===== src/rtl/rail_seq_pkg.sv =====
package rail_seq_pkg;

   typedef enum logic [1:0] {
      PST_ON   = 2'd0,
      PST_RAM  = 2'd1,
      PST_SOFT = 2'd2
   } pwr_st_e;

   localparam int unsigned RAIL_D3  = 0;
   localparam int unsigned RAIL_D5  = 1;
   localparam int unsigned RAIL_MEM = 2;
   localparam int unsigned RAIL_CLK = 3;
   localparam int unsigned N_SW     = 4;
   localparam int unsigned N_UV     = N_SW + 1;

   // Pin decode with hold on the reserved code and no sleep-to-sleep moves
   function automatic pwr_st_e next_st(pwr_st_e cur, logic s5, logic s3);
      pwr_st_e nx;
      nx = cur;
      case ({s5, s3})
         2'b11:   nx = PST_ON;
         2'b10:   if (cur != PST_SOFT) nx = PST_RAM;
         2'b00:   if (cur != PST_RAM)  nx = PST_SOFT;
         default: nx = cur;
      endcase
      return nx;
   endfunction

endpackage


===== src/rtl/rail_state_track.sv =====
module rail_state_track
   import rail_seq_pkg::*;
(
   input  logic    clk,
   input  logic    rst_n,
   input  logic    pin_s3,
   input  logic    pin_s5,
   output pwr_st_e st
);

   always_ff @(posedge clk or negedge rst_n) begin
      if (!rst_n) st <= PST_SOFT;
      else        st <= next_st(st, pin_s5, pin_s3);
   end

   AST_RSVD_HOLDS: assert property (@(posedge clk) disable iff (!rst_n)
      (!pin_s5 && pin_s3) |=> $stable(st));
   AST_RUN_DECODE: assert property (@(posedge clk) disable iff (!rst_n)
      (pin_s5 && pin_s3) |=> (st == PST_ON));
   AST_NO_RAM_TO_SOFT: assert property (@(posedge clk) disable iff (!rst_n)
      (st == PST_RAM) |=> (st != PST_SOFT));
   AST_NO_SOFT_TO_RAM: assert property (@(posedge clk) disable iff (!rst_n)
      (st == PST_SOFT) |=> (st != PST_RAM));

endmodule


===== src/rtl/rail_cfg_latch.sv =====
module rail_cfg_latch #(
   parameter int unsigned CLK_KHZ  = 200000,
   parameter int unsigned DELAY_MS = 3
) (
   input  logic       clk,
   input  logic       rst_n,
   input  logic       sb_pgood,
   input  logic       strap_d3,
   input  logic       strap_d5,
   input  logic       mem_sel,
   output logic       done,
   output logic [2:0] cfg
);

   localparam int unsigned WAIT_CYC = CLK_KHZ * DELAY_MS;
   localparam int unsigned CW       = $clog2(WAIT_CYC + 1);

   logic [CW-1:0] cnt;

   initial begin
      assert (CLK_KHZ > 0 && DELAY_MS > 0)
         else $error("rail_cfg_latch: CLK_KHZ and DELAY_MS must be nonzero");
   end

   always_ff @(posedge clk or negedge rst_n) begin
      if (!rst_n) begin
         cnt  <= '0;
         done <= 1'b0;
         cfg  <= '0;
      end else if (!sb_pgood) begin
         cnt  <= '0;
         done <= 1'b0;
         cfg  <= '0;
      end else if (!done) begin
         if (cnt == CW'(WAIT_CYC - 1)) begin
            done <= 1'b1;
            cfg  <= {mem_sel, strap_d5, strap_d3};
         end else begin
            cnt <= cnt + CW'(1);
         end
      end
   end

   AST_CFG_FROZEN: assert property (@(posedge clk) disable iff (!rst_n)
      (done && $past(done)) |-> $stable(cfg));
   AST_DONE_NEEDS_SB: assert property (@(posedge clk) disable iff (!rst_n)
      $rose(done) |-> $past(sb_pgood));

endmodule


===== src/rtl/rail_path_pair.sv =====
module rail_path_pair #(
   parameter bit BBM = 1'b1
) (
   input  logic clk,
   input  logic rst_n,
   input  logic act_req,
   input  logic slp_req,
   output logic act_en,
   output logic slp_en
);

   if (BBM) begin : g_bbm
      // each path may only rise once the other was already off
      always_ff @(posedge clk or negedge rst_n) begin
         if (!rst_n) begin
            act_en <= 1'b0;
            slp_en <= 1'b0;
         end else begin
            act_en <= act_req & ~slp_en;
            slp_en <= slp_req & ~act_en;
         end
      end

      AST_PATH_EXCL: assert property (@(posedge clk) disable iff (!rst_n)
         !(act_en && slp_en));
      AST_GAP_TO_SLP: assert property (@(posedge clk) disable iff (!rst_n)
         $rose(slp_en) |-> !$past(act_en));
      AST_GAP_TO_ACT: assert property (@(posedge clk) disable iff (!rst_n)
         $rose(act_en) |-> !$past(slp_en));
   end else begin : g_direct
      always_ff @(posedge clk or negedge rst_n) begin
         if (!rst_n) begin
            act_en <= 1'b0;
            slp_en <= 1'b0;
         end else begin
            act_en <= act_req;
            slp_en <= slp_req & ~act_req;
         end
      end

      AST_PATH_EXCL: assert property (@(posedge clk) disable iff (!rst_n)
         !(act_en && slp_en));
   end

endmodule


===== src/rtl/acpi_rail_seq.sv =====
module acpi_rail_seq
   import rail_seq_pkg::*;
#(
   parameter int unsigned CLK_KHZ  = 200000,
   parameter int unsigned DELAY_MS = 3,
   parameter bit          BBM      = 1'b1
) (
   input  logic       clk,
   input  logic       rst_n,
   input  logic       sb_pgood,
   input  logic       p12_pgood,
   input  logic       slp_s3,
   input  logic       slp_s5,
   input  logic       strap_d3,
   input  logic       strap_d5,
   input  logic       mem_sel,
   input  logic [4:0] uv,
   output logic       sb_en,
   output logic [3:0] act_en,
   output logic [3:0] slp_en,
   output logic       mem_hi_v,
   output logic       fault
);

   initial begin
      assert (N_SW == 4 && N_UV == 5)
         else $error("acpi_rail_seq: rail count does not match port widths");
   end

   pwr_st_e         st;
   logic            cfg_done;
   logic [2:0]      cfg;
   logic [N_SW-1:0] act_want, slp_want, act_req, slp_req;
   logic            gate;
   logic [N_UV-1:0] rail_on;

   rail_state_track u_state (
      .clk    (clk),
      .rst_n  (rst_n),
      .pin_s3 (slp_s3),
      .pin_s5 (slp_s5),
      .st     (st)
   );

   rail_cfg_latch #(.CLK_KHZ(CLK_KHZ), .DELAY_MS(DELAY_MS)) u_cfg (
      .clk      (clk),
      .rst_n    (rst_n),
      .sb_pgood (sb_pgood),
      .strap_d3 (strap_d3),
      .strap_d5 (strap_d5),
      .mem_sel  (mem_sel),
      .done     (cfg_done),
      .cfg      (cfg)
   );

   always_comb begin
      act_want           = {N_SW{st == PST_ON}};
      slp_want           = '0;
      slp_want[RAIL_D3]  = (st == PST_RAM) | ((st == PST_SOFT) & cfg[0]);
      slp_want[RAIL_D5]  = (st != PST_ON) & cfg[1];
      slp_want[RAIL_MEM] = (st == PST_RAM);
      gate               = sb_pgood & cfg_done & ~fault;
      act_req            = act_want & {N_SW{gate & p12_pgood}};
      slp_req            = slp_want & {N_SW{gate}};
   end

   for (genvar r = 0; r < N_SW; r++) begin : g_rail
      rail_path_pair #(.BBM(BBM)) u_path (
         .clk     (clk),
         .rst_n   (rst_n),
         .act_req (act_req[r]),
         .slp_req (slp_req[r]),
         .act_en  (act_en[r]),
         .slp_en  (slp_en[r])
      );
   end

   assign rail_on  = {sb_en, act_en | slp_en};
   assign mem_hi_v = cfg[2];

   always_ff @(posedge clk or negedge rst_n) begin
      if (!rst_n) begin
         sb_en <= 1'b0;
         fault <= 1'b0;
      end else begin
         sb_en <= sb_pgood;
         if (!sb_pgood)              fault <= 1'b0;
         else if (|(uv & rail_on))   fault <= 1'b1;
      end
   end

   AST_FAULT_BLANKS: assert property (@(posedge clk) disable iff (!rst_n)
      (fault && sb_pgood) |=> (act_en == '0 && slp_en == '0));
   AST_FAULT_STICKY: assert property (@(posedge clk) disable iff (!rst_n)
      (fault && sb_pgood) |=> fault);
   AST_CLK_RUN_ONLY: assert property (@(posedge clk) disable iff (!rst_n)
      act_en[RAIL_CLK] |-> ($past(st) == PST_ON));
   AST_MEM_SLP_RAM: assert property (@(posedge clk) disable iff (!rst_n)
      slp_en[RAIL_MEM] |-> ($past(st) == PST_RAM));
   AST_ACT_NEEDS_12V: assert property (@(posedge clk) disable iff (!rst_n)
      (act_en != '0) |-> $past(p12_pgood));
   AST_NO_EN_BEFORE_CFG: assert property (@(posedge clk) disable iff (!rst_n)
      ((act_en | slp_en) != '0) |-> $past(cfg_done));

endmodule


===== config.mk =====
export PLATFORM = sky130hd
export DESIGN_NAME = acpi_rail_seq
export DESIGN_NICKNAME = d
export VERILOG_FILES = /design/src/rtl/rail_seq_pkg.sv /design/src/rtl/rail_state_track.sv /design/src/rtl/rail_cfg_latch.sv /design/src/rtl/rail_path_pair.sv /design/src/rtl/acpi_rail_seq.sv
export SDC_FILE = /design/constraint.sdc
export NUM_CORES = 1
export LEC_CHECK = 0
export ABC_AREA = 0
export BUFFER_PORTS_ARGS = -buffer_cell sky130_fd_sc_hd__buf_2
export CORE_UTILIZATION = 40
export CTS_CLUSTER_DIAMETER = 80
export DETAILED_ROUTE_END_ITERATION = 10
export SKIP_LAST_GASP = 1
export SYNTH_ARGS = -nofsm -noshare
export SYNTH_HDL_FRONTEND = slang
export SYNTH_SLANG_ARGS = --single-unit

===== constraint.sdc =====
create_clock -name clk -period 2.1 [get_ports clk]
set_input_delay 0.42 -clock clk [delete_from_list [all_inputs] [get_ports clk]]
set_output_delay 0.42 -clock clk [all_outputs]
set_load 0.1 [all_outputs]

==> results.sh <==
export IMPL_drv_cap=0
export IMPL_vias=1500
export IMPL_port_buffers=23
export IMPL_layout_drive_gt1_share_pct=19.91
export IMPL_yosysWarnings=0
export IMPL_status="complete, but fails checks"
export IMPL_synth_top_family_by_area="simple AND/OR/NAND/NOR gates"
export IMPL_muxShareOfSynthArea_pct=5.793
export IMPL_reg2reg_from="u_cfg.cnt[6]$_DFFE_PN0P_"
export IMPL_cts_max_path_buffers=2
export IMPL_final_common_cell="dfrtp_1"
export IMPL_hold_viol_final=0
export IMPL_worstPathArrival_ps=2110
export IMPL_cts_tree="done"
export IMPL_rsz0062_at_grt="no"
export IMPL_grt_usage_pct=17.59
export IMPL_crit_chain="nor4b_1, and4_1, buf_4, a211oi_1, mux2i_1"
export IMPL_cpPeakStageDelay_ps=540
export IMPL_grt_max_degree=36
export IMPL_postCtsSetupBuffers=0
export IMPL_cts_max_level=2
export IMPL_wl_per_cell_um=15.21
export IMPL_vias_per_cell=5.703
export IMPL_slowest_stage="and4_1"
export IMPL_clock_fmax_ghz=0.5130
export IMPL_p_leak_nw=0.9256
export IMPL_ir_worst_vdd_mv=0.3639
export IMPL_tns_ps=0
export IMPL_drtIter0Drc=140
export IMPL_rows=24
export IMPL_diodes=0
export IMPL_syn_nets=208
export IMPL_synth_fa_ha_area_share_pct=0.6583
export IMPL_crit_required_ps=2260
export IMPL_cp_max_fo=12
export IMPL_cts_made_buffers=5
export IMPL_antenna_found_initial=0
export IMPL_drcViolationCount=8
export IMPL_reg2reg_to="u_cfg.cnt[3]$_DFFE_PN0P_"
export IMPL_placed_cell_area_sq_mm=0.001996
export IMPL_violations="design-rule violations"
export IMPL_hold_buffers=0
export IMPL_post_cts_resize_count=0
export IMPL_syn_area_per_cell_sq_um=9.848
export IMPL_syn_inst=193
export IMPL_wl_mm=4.000
export IMPL_design_area_sq_mm=0.002113
export IMPL_cts_clk_slew_worst_paths_ps=70
export IMPL_drv_slew=0
export IMPL_clk_insertion_delay_late_ps=280
export IMPL_synth_cell_types=40
export IMPL_nets=225
export IMPL_syn_to_final_growth_pct=11.19
export IMPL_start_util_pct=42.48
export IMPL_reg2reg_slack_ps=150
export IMPL_p_total_mw=1.451
export IMPL_path_buf_inv=1
export IMPL_relSlewSlack_pct=47.89
export IMPL_gp_congestion=0.8376
export IMPL_finish_utilization_pct=47.23
export IMPL_crit_path_end_kind="flip-flop"
export IMPL_seq_area_frac_synth_pct=46.15
export IMPL_crit_family="simple AND/OR/NAND/NOR gates"
export IMPL_setup_viol=0
export IMPL_power_density_mw_per_mm2=686.4
export IMPL_grt_pass1_vias=1471
export IMPL_synthSimpleGateAreaFrac_pct=26.53
export IMPL_cp_startpoint="u_cfg.cnt[6]$_DFFE_PN0P_"
export IMPL_hold_class="primary input to async pin"
export IMPL_criticalPathCategory="flip-flop to flip-flop"
export IMPL_worst_pin_slew_ps=781.7
export IMPL_timing_final_crit_period_ps=1949
export IMPL_post_route_period_util_pct=92.83
export IMPL_synth_compound_area_share_pct=13.63
export IMPL_drtPass1Iterations=7
export IMPL_synth_ff_latch_count=35
export IMPL_dieArea_sq_mm=0.005031
export IMPL_synth_xor_area_share_pct=0
export IMPL_core_sq_mm=0.004474
export IMPL_die_h_um=70.93
export IMPL_layout_common_cells="dfrtp_1 (34), buf_2 (23), a21oi_1 (18), nand2_1 (18), o21ai_0 (12)"
export IMPL_dieWidth_um=70.93
export IMPL_ant_nets=0
export IMPL_ios=25
export IMPL_dpl_hpwl_mm=2.900
export IMPL_syn_area_sq_mm=0.001901
export IMPL_grt_overflow=0
export IMPL_skew_ps=4.111
export IMPL_r2r_cells=5
export IMPL_grt_first_pass_wirelength_mm=6.872
export IMPL_crit_path_start_kind="flip-flop"
export IMPL_cts_root_buf="clkbuf_8"
export IMPL_cts_sinks=35
[worst max path at each step]
stage                                                    to  cells after the start
after floorplan           g_rail[0].u_path.act_en$_DFF_PN0_                      3
after global placement             u_cfg.cnt[7]$_DFFE_PN0P_                      5
after detailed placement           u_cfg.cnt[3]$_DFFE_PN0P_                      5
after CTS                          u_cfg.cnt[3]$_DFFE_PN0P_                      5
after global routing               u_cfg.cnt[3]$_DFFE_PN0P_                      5
final                              u_cfg.cnt[3]$_DFFE_PN0P_                      5
[cell families after synthesis]
family | after synthesis
AOI/OAI and AO/OA | 43
adders and majority gates | 1
buffers and inverters | 22
DFF | 35
muxes | 11
other | 1
and+or+nand+nor | 80
[cell usage after synthesis]
library cell | instances | area share [%]
dfrtp_1 | 34 | 45
a21oi_1 | 18 | 4.7
nand2_1 | 18 | 3.6
o21ai_0 | 12 | 3.2
mux2i_1 | 11 | 5.8
nand2b_1 | 10 | 3.3
buf_4 | 9 | 3.6
nor2_1 | 7 | 1.4
a211oi_1 | 6 | 2.4
or3_1 | 6 | 2.0
inv_1 | 5 | 0.99
nand4_1 | 5 | 1.6
clkbuf_1 | 4 | 0.79
nand3_1 | 4 | 1.1
nand4b_1 | 4 | 1.8
and2_1 | 3 | 0.99
nor2b_1 | 3 | 0.99
o31ai_1 | 3 | 1.2
or4_1 | 3 | 1.2
and4_1 | 2 | 0.92
and4b_1 | 2 | 1.1
buf_2 | 2 | 0.53
buf_6 | 2 | 1.2
nand3b_1 | 2 | 0.79
nor4b_1 | 2 | 0.92
nor4bb_1 | 2 | 1.1
a2111oi_2 | 1 | 0.79
a221oi_1 | 1 | 0.46
a41oi_1 | 1 | 0.46
and2_4 | 1 | 0.46
and4_2 | 1 | 0.53
conb_1 | 1 | 0.20
dfstp_2 | 1 | 1.4
ha_1 | 1 | 0.66
nand3b_2 | 1 | 0.59
nand4_4 | 1 | 1.1
nor3_1 | 1 | 0.26
nor3b_1 | 1 | 0.40
o2bb2ai_1 | 1 | 0.46
or4b_2 | 1 | 0.53
[state kept, by name, summed over array words and instances (netlist names)]
signal	flops
g_rail.u_path.act_en	4
u_cfg.cfg	3
sb_en	1
u_cfg.cnt	20
g_rail.u_path.slp_en	3
u_cfg.done	1
fault	1
u_state.st	2
[power breakdown]
group          switching (mW)  internal, mW
logic                  0.0808        0.0365
clock network           0.240         0.384
registers              0.0174         0.692
[per-stage QoR]
step | worst slack (ps) | std cells | hold slack (ps)
detailed placement | 183.6 | 255 | 440.7
finish | 150.6 | 263 | 210.0
floorplan | 165.4 | 193 | 124.4
CTS | 155.2 | 263 | 241.2
global route | 11.57 | 263 | 283.7
global placement | 289.6 | 255 | 428.7
[routing by layer]
metal / track usage, % / wire [um] / up-vias
li1: - / - / 729
met1: 22.61 / 1821 / 726
met2: 29.38 / 1968 / 41
met3: 3.704 / 172 / 4
met4: 6.444 / 36 / 0
met5: 0 / 0 / -
[final cells by class]
type | count | area, sq um
Inverter | 5 | 18.77
Sequential cell | 35 | 877.1
Fill cell | 412 | 2361
Clock inverter | 2 | 35.03
Tap cell | 52 | 65.06
Multi-Input combinational cell | 136 | 889.6
Clock buffer | 6 | 82.58
Timing Repair Buffer | 27 | 145.1
Note: power is estimated with default switching activity, not from simulation.
